<file path="src/rtl/gis_pkg.sv">
package gis_pkg;

    localparam int GIS_AW      = 5;
    localparam int GIS_FIELD_W = 2;
    localparam int GIS_RO_N    = 4;

    localparam logic [GIS_AW-1:0] OFF_DIR     = 5'h00;
    localparam logic [GIS_AW-1:0] OFF_EVENT   = 5'h0C;
    localparam logic [GIS_AW-1:0] OFF_MASK    = 5'h10;
    localparam logic [GIS_AW-1:0] OFF_SENSE_L = 5'h14;
    localparam logic [GIS_AW-1:0] OFF_SENSE_H = 5'h18;

    typedef enum logic [1:0] {
        SENSE_BOTH = 2'b00,
        SENSE_POS  = 2'b01,
        SENSE_NEG  = 2'b10,
        SENSE_RSVD = 2'b11
    } sense_e;

    typedef enum logic {
        ST_PRIME = 1'b0,
        ST_ARMED = 1'b1
    } arm_state_e;

endpackage

</file>
<file path="src/rtl/gis_arm_fsm.sv">
module gis_arm_fsm
    import gis_pkg::*;
(
    input  logic clk,
    input  logic rst_n,
    output logic armed
);

    arm_state_e state_q;
    arm_state_e state_d;

    // state register
    always_ff @(posedge clk or negedge rst_n) begin
        if (!rst_n) begin
            state_q <= ST_PRIME;
        end else begin
            state_q <= state_d;
        end
    end

    // transitions: PRIME_DONE (ST_PRIME -> ST_ARMED), STAY_ARMED (ST_ARMED -> ST_ARMED)
    always_comb begin
        state_d = state_q;
        unique case (state_q)
            ST_PRIME: state_d = ST_ARMED;
            ST_ARMED: state_d = ST_ARMED;
        endcase
    end

    // outputs
    always_comb begin
        armed = 1'b0;
        unique case (state_q)
            ST_PRIME: armed = 1'b0;
            ST_ARMED: armed = 1'b1;
        endcase
    end

endmodule

</file>
<file path="src/rtl/gis_sense_cell.sv">
module gis_sense_cell
    import gis_pkg::*;
#(
    parameter bit LEVEL_MODE = 1'b0
) (
    input  logic   pin,
    input  logic   prev,
    input  logic   armed,
    input  sense_e code,
    output logic   hit
);

    logic rise;
    logic fall;

    always_comb begin
        rise = pin & ~prev;
        fall = ~pin & prev;
        hit  = 1'b0;
        if (armed) begin
            unique case (code)
                SENSE_BOTH: hit = rise | fall;
                SENSE_POS:  hit = LEVEL_MODE ? pin : rise;
                SENSE_NEG:  hit = LEVEL_MODE ? ~pin : fall;
                SENSE_RSVD: hit = 1'b0;
            endcase
        end
    end

endmodule

</file>
<file path="src/rtl/gis_regs.sv">
module gis_regs
    import gis_pkg::*;
#(
    parameter int               LINES   = 32,
    parameter logic [LINES-1:0] RO_MASK = '0
) (
    input  logic              clk,
    input  logic              rst_n,
    input  logic              wr,
    input  logic [GIS_AW-1:0] addr,
    input  logic [LINES-1:0]  wdata,
    input  logic [LINES-1:0]  hit,
    output logic [LINES-1:0]  rdata,
    output logic [LINES-1:0]  dir_q,
    output logic [LINES-1:0]  mask_q,
    output logic [LINES-1:0]  event_q,
    output logic [LINES-1:0]  sense_lo_q,
    output logic [LINES-1:0]  sense_hi_q
);

    logic [LINES-1:0] clr_vec;

    always_comb begin
        clr_vec = '0;
        if (wr && addr == OFF_EVENT) begin
            clr_vec = wdata;
        end
    end

    always_ff @(posedge clk or negedge rst_n) begin
        if (!rst_n) begin
            dir_q      <= '0;
            mask_q     <= '0;
            sense_lo_q <= '0;
            sense_hi_q <= '0;
        end else if (wr) begin
            unique case (addr)
                OFF_DIR:     dir_q      <= wdata & ~RO_MASK;
                OFF_MASK:    mask_q     <= wdata;
                OFF_SENSE_L: sense_lo_q <= wdata;
                OFF_SENSE_H: sense_hi_q <= wdata;
                default: ;
            endcase
        end
    end

    // detection wins over a same-cycle clear
    always_ff @(posedge clk or negedge rst_n) begin
        if (!rst_n) begin
            event_q <= '0;
        end else begin
            event_q <= (event_q & ~clr_vec) | hit;
        end
    end

    always_comb begin
        unique case (addr)
            OFF_DIR:     rdata = dir_q;
            OFF_EVENT:   rdata = event_q;
            OFF_MASK:    rdata = mask_q;
            OFF_SENSE_L: rdata = sense_lo_q;
            OFF_SENSE_H: rdata = sense_hi_q;
            default:     rdata = '0;
        endcase
    end

endmodule

</file>
<file path="src/rtl/gpio_irq_sense.sv">
module gpio_irq_sense
    import gis_pkg::*;
#(
    parameter int LINES      = 32,
    parameter bit LEVEL_MODE = 1'b0,
    parameter int RESTRICT   = 0
) (
    input  logic              clk,
    input  logic              rst_n,
    input  logic              reg_wr,
    input  logic [GIS_AW-1:0] reg_addr,
    input  logic [LINES-1:0]  reg_wdata,
    output logic [LINES-1:0]  reg_rdata,
    input  logic [LINES-1:0]  pins_in,
    output logic [LINES-1:0]  dir_o,
    output logic [LINES-1:0]  event_o,
    output logic [LINES-1:0]  mask_o,
    output logic              irq_o
);

    localparam int HALF = LINES / 2;
    localparam logic [LINES-1:0] RO_MASK =
        (RESTRICT == 1) ? {{(LINES-GIS_RO_N){1'b0}}, {GIS_RO_N{1'b1}}} :
        (RESTRICT == 2) ? {{GIS_RO_N{1'b1}}, {(LINES-GIS_RO_N){1'b0}}} :
                          {LINES{1'b0}};

    logic             armed;
    logic [LINES-1:0] prev_q;
    logic [LINES-1:0] hit;
    logic [LINES-1:0] sense_lo_w;
    logic [LINES-1:0] sense_hi_w;

    gis_arm_fsm u_fsm (
        .clk   (clk),
        .rst_n (rst_n),
        .armed (armed)
    );

    always_ff @(posedge clk or negedge rst_n) begin
        if (!rst_n) begin
            prev_q <= '0;
        end else begin
            prev_q <= pins_in;
        end
    end

    for (genvar n = 0; n < LINES; n++) begin : g_line
        localparam int BIT  = LINES - 1 - n;
        localparam int SLOT = (n < HALF) ? (HALF - 1 - n) : (HALF - 1 - (n - HALF));
        logic [GIS_FIELD_W-1:0] raw;
        if (n < HALF) begin : g_lo
            assign raw = sense_lo_w[SLOT*GIS_FIELD_W +: GIS_FIELD_W];
        end else begin : g_hi
            assign raw = sense_hi_w[SLOT*GIS_FIELD_W +: GIS_FIELD_W];
        end
        gis_sense_cell #(.LEVEL_MODE(LEVEL_MODE)) u_cell (
            .pin   (pins_in[BIT]),
            .prev  (prev_q[BIT]),
            .armed (armed),
            .code  (sense_e'(raw)),
            .hit   (hit[BIT])
        );
    end

    gis_regs #(.LINES(LINES), .RO_MASK(RO_MASK)) u_regs (
        .clk        (clk),
        .rst_n      (rst_n),
        .wr         (reg_wr),
        .addr       (reg_addr),
        .wdata      (reg_wdata),
        .hit        (hit),
        .rdata      (reg_rdata),
        .dir_q      (dir_o),
        .mask_q     (mask_o),
        .event_q    (event_o),
        .sense_lo_q (sense_lo_w),
        .sense_hi_q (sense_hi_w)
    );

    assign irq_o = |(event_o & mask_o);

endmodule

</file>
<file path="config.mk">
export PLATFORM = sky130hd
export DESIGN_NAME = gpio_irq_sense
export DESIGN_NICKNAME = d
export VERILOG_FILES = /design/src/rtl/gis_pkg.sv /design/src/rtl/gis_arm_fsm.sv /design/src/rtl/gis_sense_cell.sv /design/src/rtl/gis_regs.sv /design/src/rtl/gpio_irq_sense.sv
export SDC_FILE = /design/constraint.sdc
export NUM_CORES = 1
export LEC_CHECK = 0
export ABC_AREA = 0
export BUFFER_PORTS_ARGS = -buffer_cell sky130_fd_sc_hd__buf_2
export CAP_MARGIN = 20
export CORE_ASPECT_RATIO = 1.75
export CORE_MARGIN = 2
export CORE_UTILIZATION = 30
export DETAILED_ROUTE_END_ITERATION = 12
export PLACE_DENSITY = 0.48
export REMOVE_ABC_BUFFERS = 1
export SLEW_MARGIN = 15
export SYNTH_ARGS = -nofsm -noshare
export SYNTH_HDL_FRONTEND = slang
export SYNTH_SLANG_ARGS = --single-unit
export TNS_END_PERCENT = 1
</file>
<file path="constraint.sdc">
create_clock -name clk -period 2 [get_ports clk]
set_clock_uncertainty 0.05 [all_clocks]
set_input_delay 0.4 -clock clk [delete_from_list [all_inputs] [get_ports clk]]
set_output_delay 0.4 -clock clk [all_outputs]
set_load 0.005 [all_outputs]
</file>
* Word-level counts from Yosys, hierarchy flattened
Index checks and enable logic that the tools add are counted.
** Word-level totals
- Memory bits (writable) :: 0
- Logic and storage cells :: 378
- Latch bits :: 0
- Bits in registers :: 193
- Memories :: 0
- Output and inout bits :: 129
- Memory bits (read-only) :: 0
- Input port bits :: 72
** Cells by class
- $add $sub $neg :: 0
- Div/mod/pow operators :: 0
- Shift-type cells :: 0
- Order comparisons :: 0
- Reductions and logical operators :: 39
- Muxes and demuxes :: 67
- Equal/unequal tests :: 100
- Multipliers :: 0
- Bitwise gates (word level) :: 165
** Operator list (count)
- case mux 32 bit (5 select lines) :: 1
- equality test 2 bit, second input constant :: 64
- case mux 1 bit (4 select lines) :: 32
- inverter 1 bit :: 65
- AND 1 bit :: 64
- AND 32 bit :: 2
- equality test 2 x 1 -> 1 bit, second input constant :: 32
- zero test 2 bit :: 32
- 2-to-1 mux 1 bit :: 32
- 2-to-1 mux 32 bit :: 1
- inverter 32 bit :: 1
- bitwise OR 1 bit :: 32
- bitwise OR 32 bit :: 1
- OR reduction 32 bit :: 1
- equality test 5 bit, second input constant :: 3
- AND reduction 2 bit :: 4
- equality test 5 x 4 -> 1 bit, second input constant :: 1
- zero test 5 bit :: 1
- case mux 1 bit (2 select lines) :: 1
- logical AND 1 bit :: 1

* Logic depth before layout (Yosys ltp)
Gate-level depths: netlist of the first run.
- Word-level depth :: 6
- Depth in mapped cells :: 6
- Mapped depth without buffers :: 5

* Cells and area by module
A second synthesis of the first run with hierarchy kept.
** Second synthesis, totals
- Cells, all modules :: 877
- Area total of the unflattened synthesis :: 10766.6 um^2
** Modules (own cells, without submodules)
- gis_regs :: seq. area each 4003.8 um^2, cells an instance 534, area each 7417.1 um^2, instances 1
- gis_sense_cell :: seq. area each 0.0 um^2, cells an instance 9, area each 73.8 um^2, instances 32
- gpio_irq_sense :: seq. area each 800.8 um^2, cells an instance 53, area each 958.4 um^2, instances 1
- gis_arm_fsm :: seq. area each 25.0 um^2, cells an instance 2, area each 28.8 um^2, instances 1

* Worst setup path after synthesis of the first run
OpenSTA, ideal clock, no wires.
- Path kind :: input to output
- From :: in reg_addr[3]
- To :: out reg_rdata[11]
- Required time :: 1.550 ns
- Stages :: 6
- Setup slack :: -0.087 ns
- Arrival :: 1.637 ns
- Path buffers :: 3
- Cell sequence :: buf_6 > or4b_1 > buf_2 > clkbuf_1 > o22ai_1 > a221o_1
** Between the ends
- Cells in the longest elaborated chain, start to end :: 2
- Elaborated cells between the ends (all ways) :: 6
- Those cells by class :: eq/ne (4); mux (1); reduce/logical (1)
** RTL lines
- start, declared :: RTL line gpio_irq_sense.sv:11 : input logic [GIS_AW-1:0] reg_addr,
- equality test 5 bit (tied with other cells) :: RTL line gis_regs.sv:57 : unique case (addr)
- case mux 32 bit (5 select lines) (*) :: RTL line gis_regs.sv:57
- end, declared :: RTL line gpio_irq_sense.sv:13 : output logic [LINES-1:0] reg_rdata,
Every way passes the cells marked *; elsewhere a longest branch is shown, timed or not.

* Final worst setup path of the first run
- From :: reg u_regs.mask_q[29]
- To :: out irq_o
** Between the ends
- Cells in the longest elaborated chain, start to end :: 2
** RTL lines
- start, declared :: RTL line gis_regs.sv:15 : output logic [LINES-1:0] mask_q,
- start signal, assigned :: RTL line gis_regs.sv:39 : OFF_MASK: mask_q <= wdata;
- AND 32 bit :: RTL line gpio_irq_sense.sv:80 : assign irq_o = |(event_o & mask_o);
- OR reduction 32 bit :: RTL line gpio_irq_sense.sv:80
- end, declared :: RTL line gpio_irq_sense.sv:18 : output logic irq_o
Every way passes these cells.

==> reports/summary.txt, run 1 <==
fin crit period -> 2.46 ns
number of setup buffers added after CTS -> 0
die extent in y -> 249 microns
number of buffers and inverters on the critical path -> 2
share of synthesized area spent on multiplexers -> 0.193
final number of max-transition violations -> 0
cell-by-cell trace of the critical path -> a22oi_2 > buf_4 > nand4_1 > or4_4 > buf_6
antenna viol nets, final -> 0
Adder-Cell Fraction of Synth Area -> 0.0776
largest incremental delay on the critical path -> 0.57 ns
maximum clock path buffer count -> 2
Yosys warning count -> 0
leak pwr -> 6.64 nW
violations in the final reports -> setup timing
Port-buffer cells -> 200
number of DRC markers in iteration 0 -> 423
crit path DAT -> 2.01 ns
global route total overflow -> 0
startpoint kind of the worst setup timing path -> flop
Mean Syn Cell Area -> 12.1 sq um
synthesized flop and latch total -> 193
number of failing setup endpoints in the final timing report -> 33
area occupied by registers -> 0.00483 sq mm
Max Cap Viol -> 0
area taken by multi-input logic gates -> 0.00514 sq mm
outcome -> finished, violations left
starting density of the core -> 0.305
width of the die -> 144 microns
clock tree from TritonCTS -> built
Layout Cells excl Fill -> 1620
pre-CTS setup slack -> -0.376 ns
cell with the largest stage delay on the worst path -> sky130_fd_sc_hd__or4_4
setup repair after global routing missed its margin -> true
CTS H-Tree Depth -> 4
total number of clock tree sinks -> 193
worst path required time -> 1.55 ns
clock slew at the register clock pins of the worst setup and hold paths -> 0.07 ns
worst ir drop on vdd -> 0.660 mV
Netlist Area Pre-Place -> 0.0103 sq mm
routed wire length -> 35300 microns
tightest slew margin relative to the limit -> 0.547
Synth Area in Compound Gates -> 0.116
area share of xor/xnor cells in the synthesized design -> 0
Tot GR Track Use -> 0.202
layout-stage area growth over the synthesis result -> 31.8%
f_max -> 406 MHz
critical-path maximum fanout -> 2
Worst path top cell family by delay -> simple AND/OR/NAND/NOR gates
ratio of routed vias to standard cells -> 4.95
HPWL reported at the end of detailed placement -> 26500 microns
largest net degree at the start of global routing -> 52
Ports -> 201
Cell Rows -> 89
root buffer cell -> sky130_fd_sc_hd__clkbuf_16
share of final-layout standard cells stronger than drive strength 1 -> 0.445
Unique masters post-synth -> 30
combinational family with the most area after synthesis -> multiplexers
number of global-route vias before repair -> 8426
cell count after placement -> 1585
Core Box Area -> 0.0339 sq mm
min setup slack post-route -> -0.462 ns
post-layout power -> 11.2 mW
Post-Synth Simple-Gate Area -> 0.0941
first-pass GRT wire length -> 52900 microns
Post-Syn Instances -> 851
number of nets in the layout -> 1287
number of remaining DRC errors -> 0
hold violation total from the final report -> 0
measured slew at the worst slew-check pin -> 0.680 ns
number of vias in the routed layout -> 8015
portion of the post-synthesis area used by sequential elements -> 0.468
ratio of final minimum period to clock period -> 1.23
worst setup path category -> flop to output port
category of the worst setup path capture point -> output port
clock latency of the later-clocked register in the worst-skew pair -> 0.46 ns
total die area -> 0.0359 sq mm
antenna violations before repair -> 2
detailed-router iteration count before antenna repair -> 4
Power Dens Cells -> 823 mW/mm^2
class of the worst hold path -> input port to flop
routed length per placed instance -> 21.8 microns
final estimated routing congestion in global placement -> 0.815
number of buffers inserted during clock tree synthesis -> 17
Filler Cells Inserted -> 3385
-- cells in the mapped netlist --
cell type | n | share of area
sky130_fd_sc_hd__nand3b_1 | 6 | 0.0044
sky130_fd_sc_hd__nand2_1 | 60 | 0.022
sky130_fd_sc_hd__mux2i_1 | 32 | 0.031
sky130_fd_sc_hd__o22ai_1 | 32 | 0.019
sky130_fd_sc_hd__buf_1 | 6 | 0.0022
sky130_fd_sc_hd__buf_6 | 2 | 0.0022
sky130_fd_sc_hd__nor2b_1 | 64 | 0.039
sky130_fd_sc_hd__and3_1 | 2 | 0.0012
sky130_fd_sc_hd__ha_1 | 64 | 0.078
sky130_fd_sc_hd__a22o_1 | 32 | 0.027
sky130_fd_sc_hd__conb_1 | 1 | 0.00036
sky130_fd_sc_hd__nor2_8 | 2 | 0.0039
sky130_fd_sc_hd__nor2_1 | 2 | 0.00073
sky130_fd_sc_hd__dfrtp_1 | 193 | 0.47
sky130_fd_sc_hd__a22oi_1 | 16 | 0.012
sky130_fd_sc_hd__clkbuf_1 | 30 | 0.011
sky130_fd_sc_hd__or4_1 | 1 | 0.00073
sky130_fd_sc_hd__mux2_4 | 60 | 0.087
sky130_fd_sc_hd__buf_2 | 2 | 0.00097
sky130_fd_sc_hd__or4b_1 | 2 | 0.0019
sky130_fd_sc_hd__and2_0 | 1 | 0.00061
sky130_fd_sc_hd__o32ai_1 | 26 | 0.022
sky130_fd_sc_hd__nand3_1 | 33 | 0.016
sky130_fd_sc_hd__buf_12 | 6 | 0.012
sky130_fd_sc_hd__nand4_1 | 5 | 0.0030
sky130_fd_sc_hd__a221o_1 | 32 | 0.031
sky130_fd_sc_hd__inv_1 | 64 | 0.023
sky130_fd_sc_hd__nor3_2 | 1 | 0.00097
sky130_fd_sc_hd__mux2_2 | 68 | 0.074
sky130_fd_sc_hd__o31ai_1 | 6 | 0.0044
-- power by group --
part | internal, mW | switching (mW) | total, mW
clock network | 1.79 | 1.62 | 3.42
logic | 1.54 | 1.21 | 2.75
registers | 4.47 | 0.558 | 5.03
total | 7.80 | 3.39 | 11.2
-- logic make-up (layout without fill, tap and decap cells) --
kind of cell	after synthesis	in the layout
flip-flops	193	193
AND/OR/NAND/NOR	179	179
other	1	2
adder cells (fa/ha/maj)	64	64
AO/OA/AOI/OAI	144	144
multiplexers	160	160
buffers and inverters	110	423
-- worst register-to-register path, stage by stage, from the launching register on --
cell                      delay, ns
sky130_fd_sc_hd__dfrtp_1       0.39
sky130_fd_sc_hd__ha_1          0.26
sky130_fd_sc_hd__nor2b_1       0.13
sky130_fd_sc_hd__o32ai_1       0.40
sky130_fd_sc_hd__buf_4         0.19
sky130_fd_sc_hd__a22o_1        0.13
-- metal layers --
layer | global-route usage | part of all wire | wire length (microns)
met4 | 0.0827 | 0.034 | 1200
met2 | 0.367 | 0.55 | 19300
met3 | 0.0325 | 0.030 | 1050
met1 | 0.231 | 0.39 | 13800
met5 | 0 | 0.00037 | 13
-- state kept, by name, indices dropped and copies added, names as in the netlist --
name	cells
prev_q	32
u_regs.event_q	32
u_regs.sense_lo_q	32
u_regs.dir_q	32
u_fsm.state_q	1
u_regs.mask_q	32
u_regs.sense_hi_q	32
-- stage by stage --
step / hold WS (ns) / utilization / TNS [ns] / instance area, sq um
final: 0.0271 / 0.402 / -7.79 / 13600
after global routing: 0.0119 / 0.402 / -9.21 / 13600
after CTS: 0.000666 / 0.400 / -8.16 / 13500
after detailed placement: 0.358 / 0.378 / -28.42 / 12800
after global placement: 0.353 / 0.378 / -28.31 / 12800
after floorplan: 0.0544 / - / -118.49 / 10000
-- worst paths after layout --
check                                                   start                            to  slack, ns  cells past startpoint
worst max-delay path            u_regs.mask_q[29]$_DFFE_PN0P_                         irq_o      -0.46                      5
worst min-delay path                              pins_in[20]          prev_q[20]$_DFF_PN0_       0.03                      1
worst max register to register            prev_q[5]$_DFF_PN0_   u_regs.event_q[5]$_DFF_PN0_       0.40                      5
worst min register to register    u_regs.dir_q[6]$_DFFE_PN0P_   u_regs.dir_q[6]$_DFFE_PN0P_       0.48                      1
max in group asynchronous                               rst_n   u_regs.event_q[6]$_DFF_PN0_       0.85                      3
min in group asynchronous                               rst_n  u_regs.dir_q[14]$_DFFE_PN0P_       0.42                      2
-- what timing repair did --
| action | 4_1_cts | 5_1_grt |
|---|---|---|
| hold buffers | 2 | 0 |
| pin swaps | 3 | 1 |
| hold endpoints to repair | 46 | 0 |
| resized for setup | 29 | 11 |
| setup endpoints to repair | 33 | 33 |
-- final cells by class --
type | instances | area share
timing repair buffer | 327 | 0.166
tap | 455 | 0.0419
inverter | 64 | 0.0177
clock buffer | 21 | 0.0339
sequential | 193 | 0.355
clock inverter | 11 | 0.00773
multi-input combinational | 548 | 0.378
antenna | 1 | 0.000184
-- layout by cell type (no fill, tap or decap), drive strengths merged --
| cell type | Yosys | layout |
|---|---|---|
| buf | 16 | 324 |
| dfrtp | 193 | 193 |
| mux2 | 128 | 128 |
| inv | 64 | 67 |
| nor2b | 64 | 64 |
| ha | 64 | 64 |
| nand2 | 60 | 60 |
| nand3 | 33 | 33 |
| a221o | 32 | 32 |
| a22o | 32 | 32 |
| mux2i | 32 | 32 |
| o22ai | 32 | 32 |
| o32ai | 26 | 26 |
| clkbuf | 30 | 22 |
| a22oi | 16 | 16 |
| nand3b | 6 | 6 |
| o31ai | 6 | 6 |
| nand4 | 5 | 5 |
| clkinvlp | 0 | 4 |
| nor2 | 4 | 4 |
| clkinv | 0 | 3 |
| or4b | 2 | 2 |
| dlygate4sd3 | 0 | 2 |
| and3 | 2 | 2 |
| diode | 0 | 1 |
| nor3 | 1 | 1 |
| and2 | 1 | 1 |
| or4 | 1 | 1 |
| bufinv | 0 | 1 |
| conb | 1 | 1 |
No activity file was read; power rests on OpenSTA's default activity.
==> run 2, diff against run 1 <==
--- a/config.mk
+++ b/config.mk
@@ -12,7 +12,6 @@
 export CORE_MARGIN = 2
 export CORE_UTILIZATION = 30
 export DETAILED_ROUTE_END_ITERATION = 12
-export PLACE_DENSITY = 0.48
 export REMOVE_ABC_BUFFERS = 1
 export SLEW_MARGIN = 15
 export SYNTH_ARGS = -nofsm -noshare
==> reports/summary.txt, run 2 (synthesized netlist as in run 1, its figures left out) <==
switching power -> 3.40 mW (was 3.39 mW)
Internal Pwr Total -> 7.98 mW (was 7.80 mW)
number of DRC markers in iteration 0 -> 444 (was 423)
cell-by-cell trace of the critical path -> a22oi_2 > buf_4 > nand4_1 > or4_4 > buf_6 (unchanged)
number of failing setup endpoints in the final timing report -> 33 (unchanged)
Worst path top cell family by delay -> simple AND/OR/NAND/NOR gates (unchanged)
number of buffers and inverters on the critical path -> 2 (unchanged)
total die area -> 0.0359 sq mm (unchanged)
measured slew at the worst slew-check pin -> 0.504 ns (was 0.680 ns)
outcome -> finished, violations left (unchanged)
ratio of final minimum period to clock period -> 1.23 (about the same)
Max Cap Viol -> 0 (unchanged)
first-pass GRT wire length -> 52400 microns (was 52900 microns)
worst ir drop on vdd -> 0.589 mV (was 0.660 mV)
global route total overflow -> 0 (unchanged)
f_max -> 406 MHz (about the same)
Clock Power Share -> 0.316 (was 0.305)
leak pwr -> 6.62 nW (was 6.64 nW)
routed wire length -> 35000 microns (was 35300 microns)
switching share of power -> 0.299 (was 0.303)
antenna viol nets, final -> 0 (unchanged)
crit path DAT -> 2.01 ns (about the same)
total number of clock tree sinks -> 193 (unchanged)
layout-stage area growth over the synthesis result -> 31.4% (was 31.8%)
number of remaining DRC errors -> 0 (unchanged)
ratio of routed vias to standard cells -> 5.02 (was 4.95)
Ports -> 201 (unchanged)
category of the worst setup path capture point -> output port (unchanged)
Power Dens Cells -> 840 mW/mm^2 (was 823 mW/mm^2)
hold violation total from the final report -> 0 (unchanged)
min setup slack post-route -> -0.461 ns (was -0.462 ns)
Cell Rows -> 89 (unchanged)
starting density of the core -> 0.305 (unchanged)
clock tree from TritonCTS -> built (unchanged)
startpoint kind of the worst setup timing path -> flop (unchanged)
slack of the worst reg-to-reg path -> 0.36 ns (was 0.40 ns)
number of global-route vias before repair -> 8641 (was 8426)
Tot GR Track Use -> 0.199 (was 0.202)
number of buffers inserted during clock tree synthesis -> 17 (unchanged)
total negative slack for setup checks -> -6.07 ns (was -7.79 ns)
final estimated routing congestion in global placement -> 0.847 (was 0.815)
final number of max-transition violations -> 0 (unchanged)
violations in the final reports -> setup timing (unchanged)
fin crit period -> 2.46 ns (about the same)
routed length per placed instance -> 21.7 microns (was 21.8 microns)
width of the die -> 144 microns (unchanged)
largest incremental delay on the critical path -> 0.56 ns (was 0.57 ns)
maximum clock path buffer count -> 2 (unchanged)
clock slew at the register clock pins of the worst setup and hold paths -> 0.07 ns (about the same)
worst setup path category -> flop to output port (unchanged)
most frequent cells in the layout -> sky130_fd_sc_hd__buf_2, sky130_fd_sc_hd__dfrtp_1, sky130_fd_sc_hd__buf_4, sky130_fd_sc_hd__mux2_2 (unchanged)
share of final-layout standard cells stronger than drive strength 1 -> 0.444 (was 0.445)
die extent in y -> 249 microns (unchanged)
Core Box Area -> 0.0339 sq mm (unchanged)
largest net degree at the start of global routing -> 55 (was 52)
most frequent standard cell in the layout excluding fill and tap cells -> sky130_fd_sc_hd__buf_2 (unchanged)
Port-buffer cells -> 200 (unchanged)
number of vias in the routed layout -> 8097 (was 8015)
HPWL reported at the end of detailed placement -> 26300 microns (was 26500 microns)
clock latency of the later-clocked register in the worst-skew pair -> 0.46 ns (about the same)
class of the worst hold path -> input port to flop (unchanged)
tightest slew margin relative to the limit -> 0.663 (was 0.547)
Worst Hold Margin -> 0.0300 ns (was 0.0271 ns)
detailed-router iteration count before antenna repair -> 5 (was 4)
CTS H-Tree Depth -> 4 (unchanged)
sequential share of power -> 0.443 (was 0.449)
part of the power in combinational logic -> 0.241 (was 0.246)
setup repair after global routing missed its margin -> true (unchanged)
antenna violations before repair -> 2 (unchanged)
final core occ -> 0.400 (was 0.402)
worst path required time -> 1.55 ns (about the same)
number of nets in the layout -> 1279 (was 1287)
critical-path maximum fanout -> 2 (unchanged)
cell with the largest stage delay on the worst path -> sky130_fd_sc_hd__or4_4 (unchanged)
root buffer cell -> sky130_fd_sc_hd__clkbuf_16 (unchanged)
==> run 2: changes by cell type in the layout (fill, tap and decap cells not counted), sizes merged <==
cell | before | now
dlygate4sd3 | 2 | 1
bufinv | 1 | 2
buf | 324 | 317
clkinvlp | 4 | 3
inv | 67 | 65
clkbuf | 22 | 23
clkinv | 3 | 4
==> run 2: metrics by stage <==
stage | std cells | power, mW | setup WS [ns] | cell area (sq um)
6_report | 1612 | 11.4 | -0.461 | 13600
5_1_grt | 1612 | 11.9 | -0.538 | 13600
4_1_cts | 1609 | 11.4 | -0.525 | 13400
3_5_place_dp | 1576 | 7.78 | -0.438 | 12700
3_3_place_gp | 1576 | 7.70 | -0.421 | 12700
2_1_floorplan | 805 | 6.25 | -1.32 | 10000
==> run 2: path summary, 6_finish.rpt <==
check                                              startpoint                           end  cells after the start
worst min register to register   u_regs.dir_q[21]$_DFFE_PN0P_  u_regs.dir_q[21]$_DFFE_PN0P_                      1
worst max-delay path            u_regs.mask_q[27]$_DFFE_PN0P_                         irq_o                      5
max in group asynchronous                               rst_n  u_regs.event_q[31]$_DFF_PN0_                      3
worst min-delay path                               pins_in[8]           prev_q[8]$_DFF_PN0_                      1
worst max register to register           prev_q[29]$_DFF_PN0_  u_regs.event_q[29]$_DFF_PN0_                      5
min in group asynchronous                               rst_n  u_regs.dir_q[28]$_DFFE_PN0P_                      2
==> run 2: power groups by stage <==
stage                     combinational (mW)  sequential, mW  clock (mW)
after floorplan                         1.25            5.01           0
after global placement                  2.62            5.08           0
after detailed placement                2.67            5.11           0
after CTS                               2.73            5.04        3.66
after global routing                    2.98            5.13        3.80
final                                   2.75            5.04        3.59
==> run 2: timing repair <==
action                                  4_1_cts  5_1_grt
endpoints found under the setup margin       33       33
hold buffers                                  1        0
endpoints found under the hold margin        38        0
pin swaps                                     6        7
buffers inserted                              0        2
gates resized for setup                      28       23
==> run 2: per-layer routing <==
layer,share of wire,GRT usage,wire [microns]
met5,0.00037,0,13
met1,0.37,0.216,12800
met3,0.043,0.0367,1510
met4,0.054,0.105,1880
met2,0.54,0.359,18800
==> run 2: cell type report <==
class,count,area [sq um]
fill,3316,20300
multi-input combinational,548,5140
sequential,193,4830
timing repair buffer,319,2150
tap,455,569
clock buffer,22,484
inverter,64,240
clock inverter,10,126
antenna,1,2.50
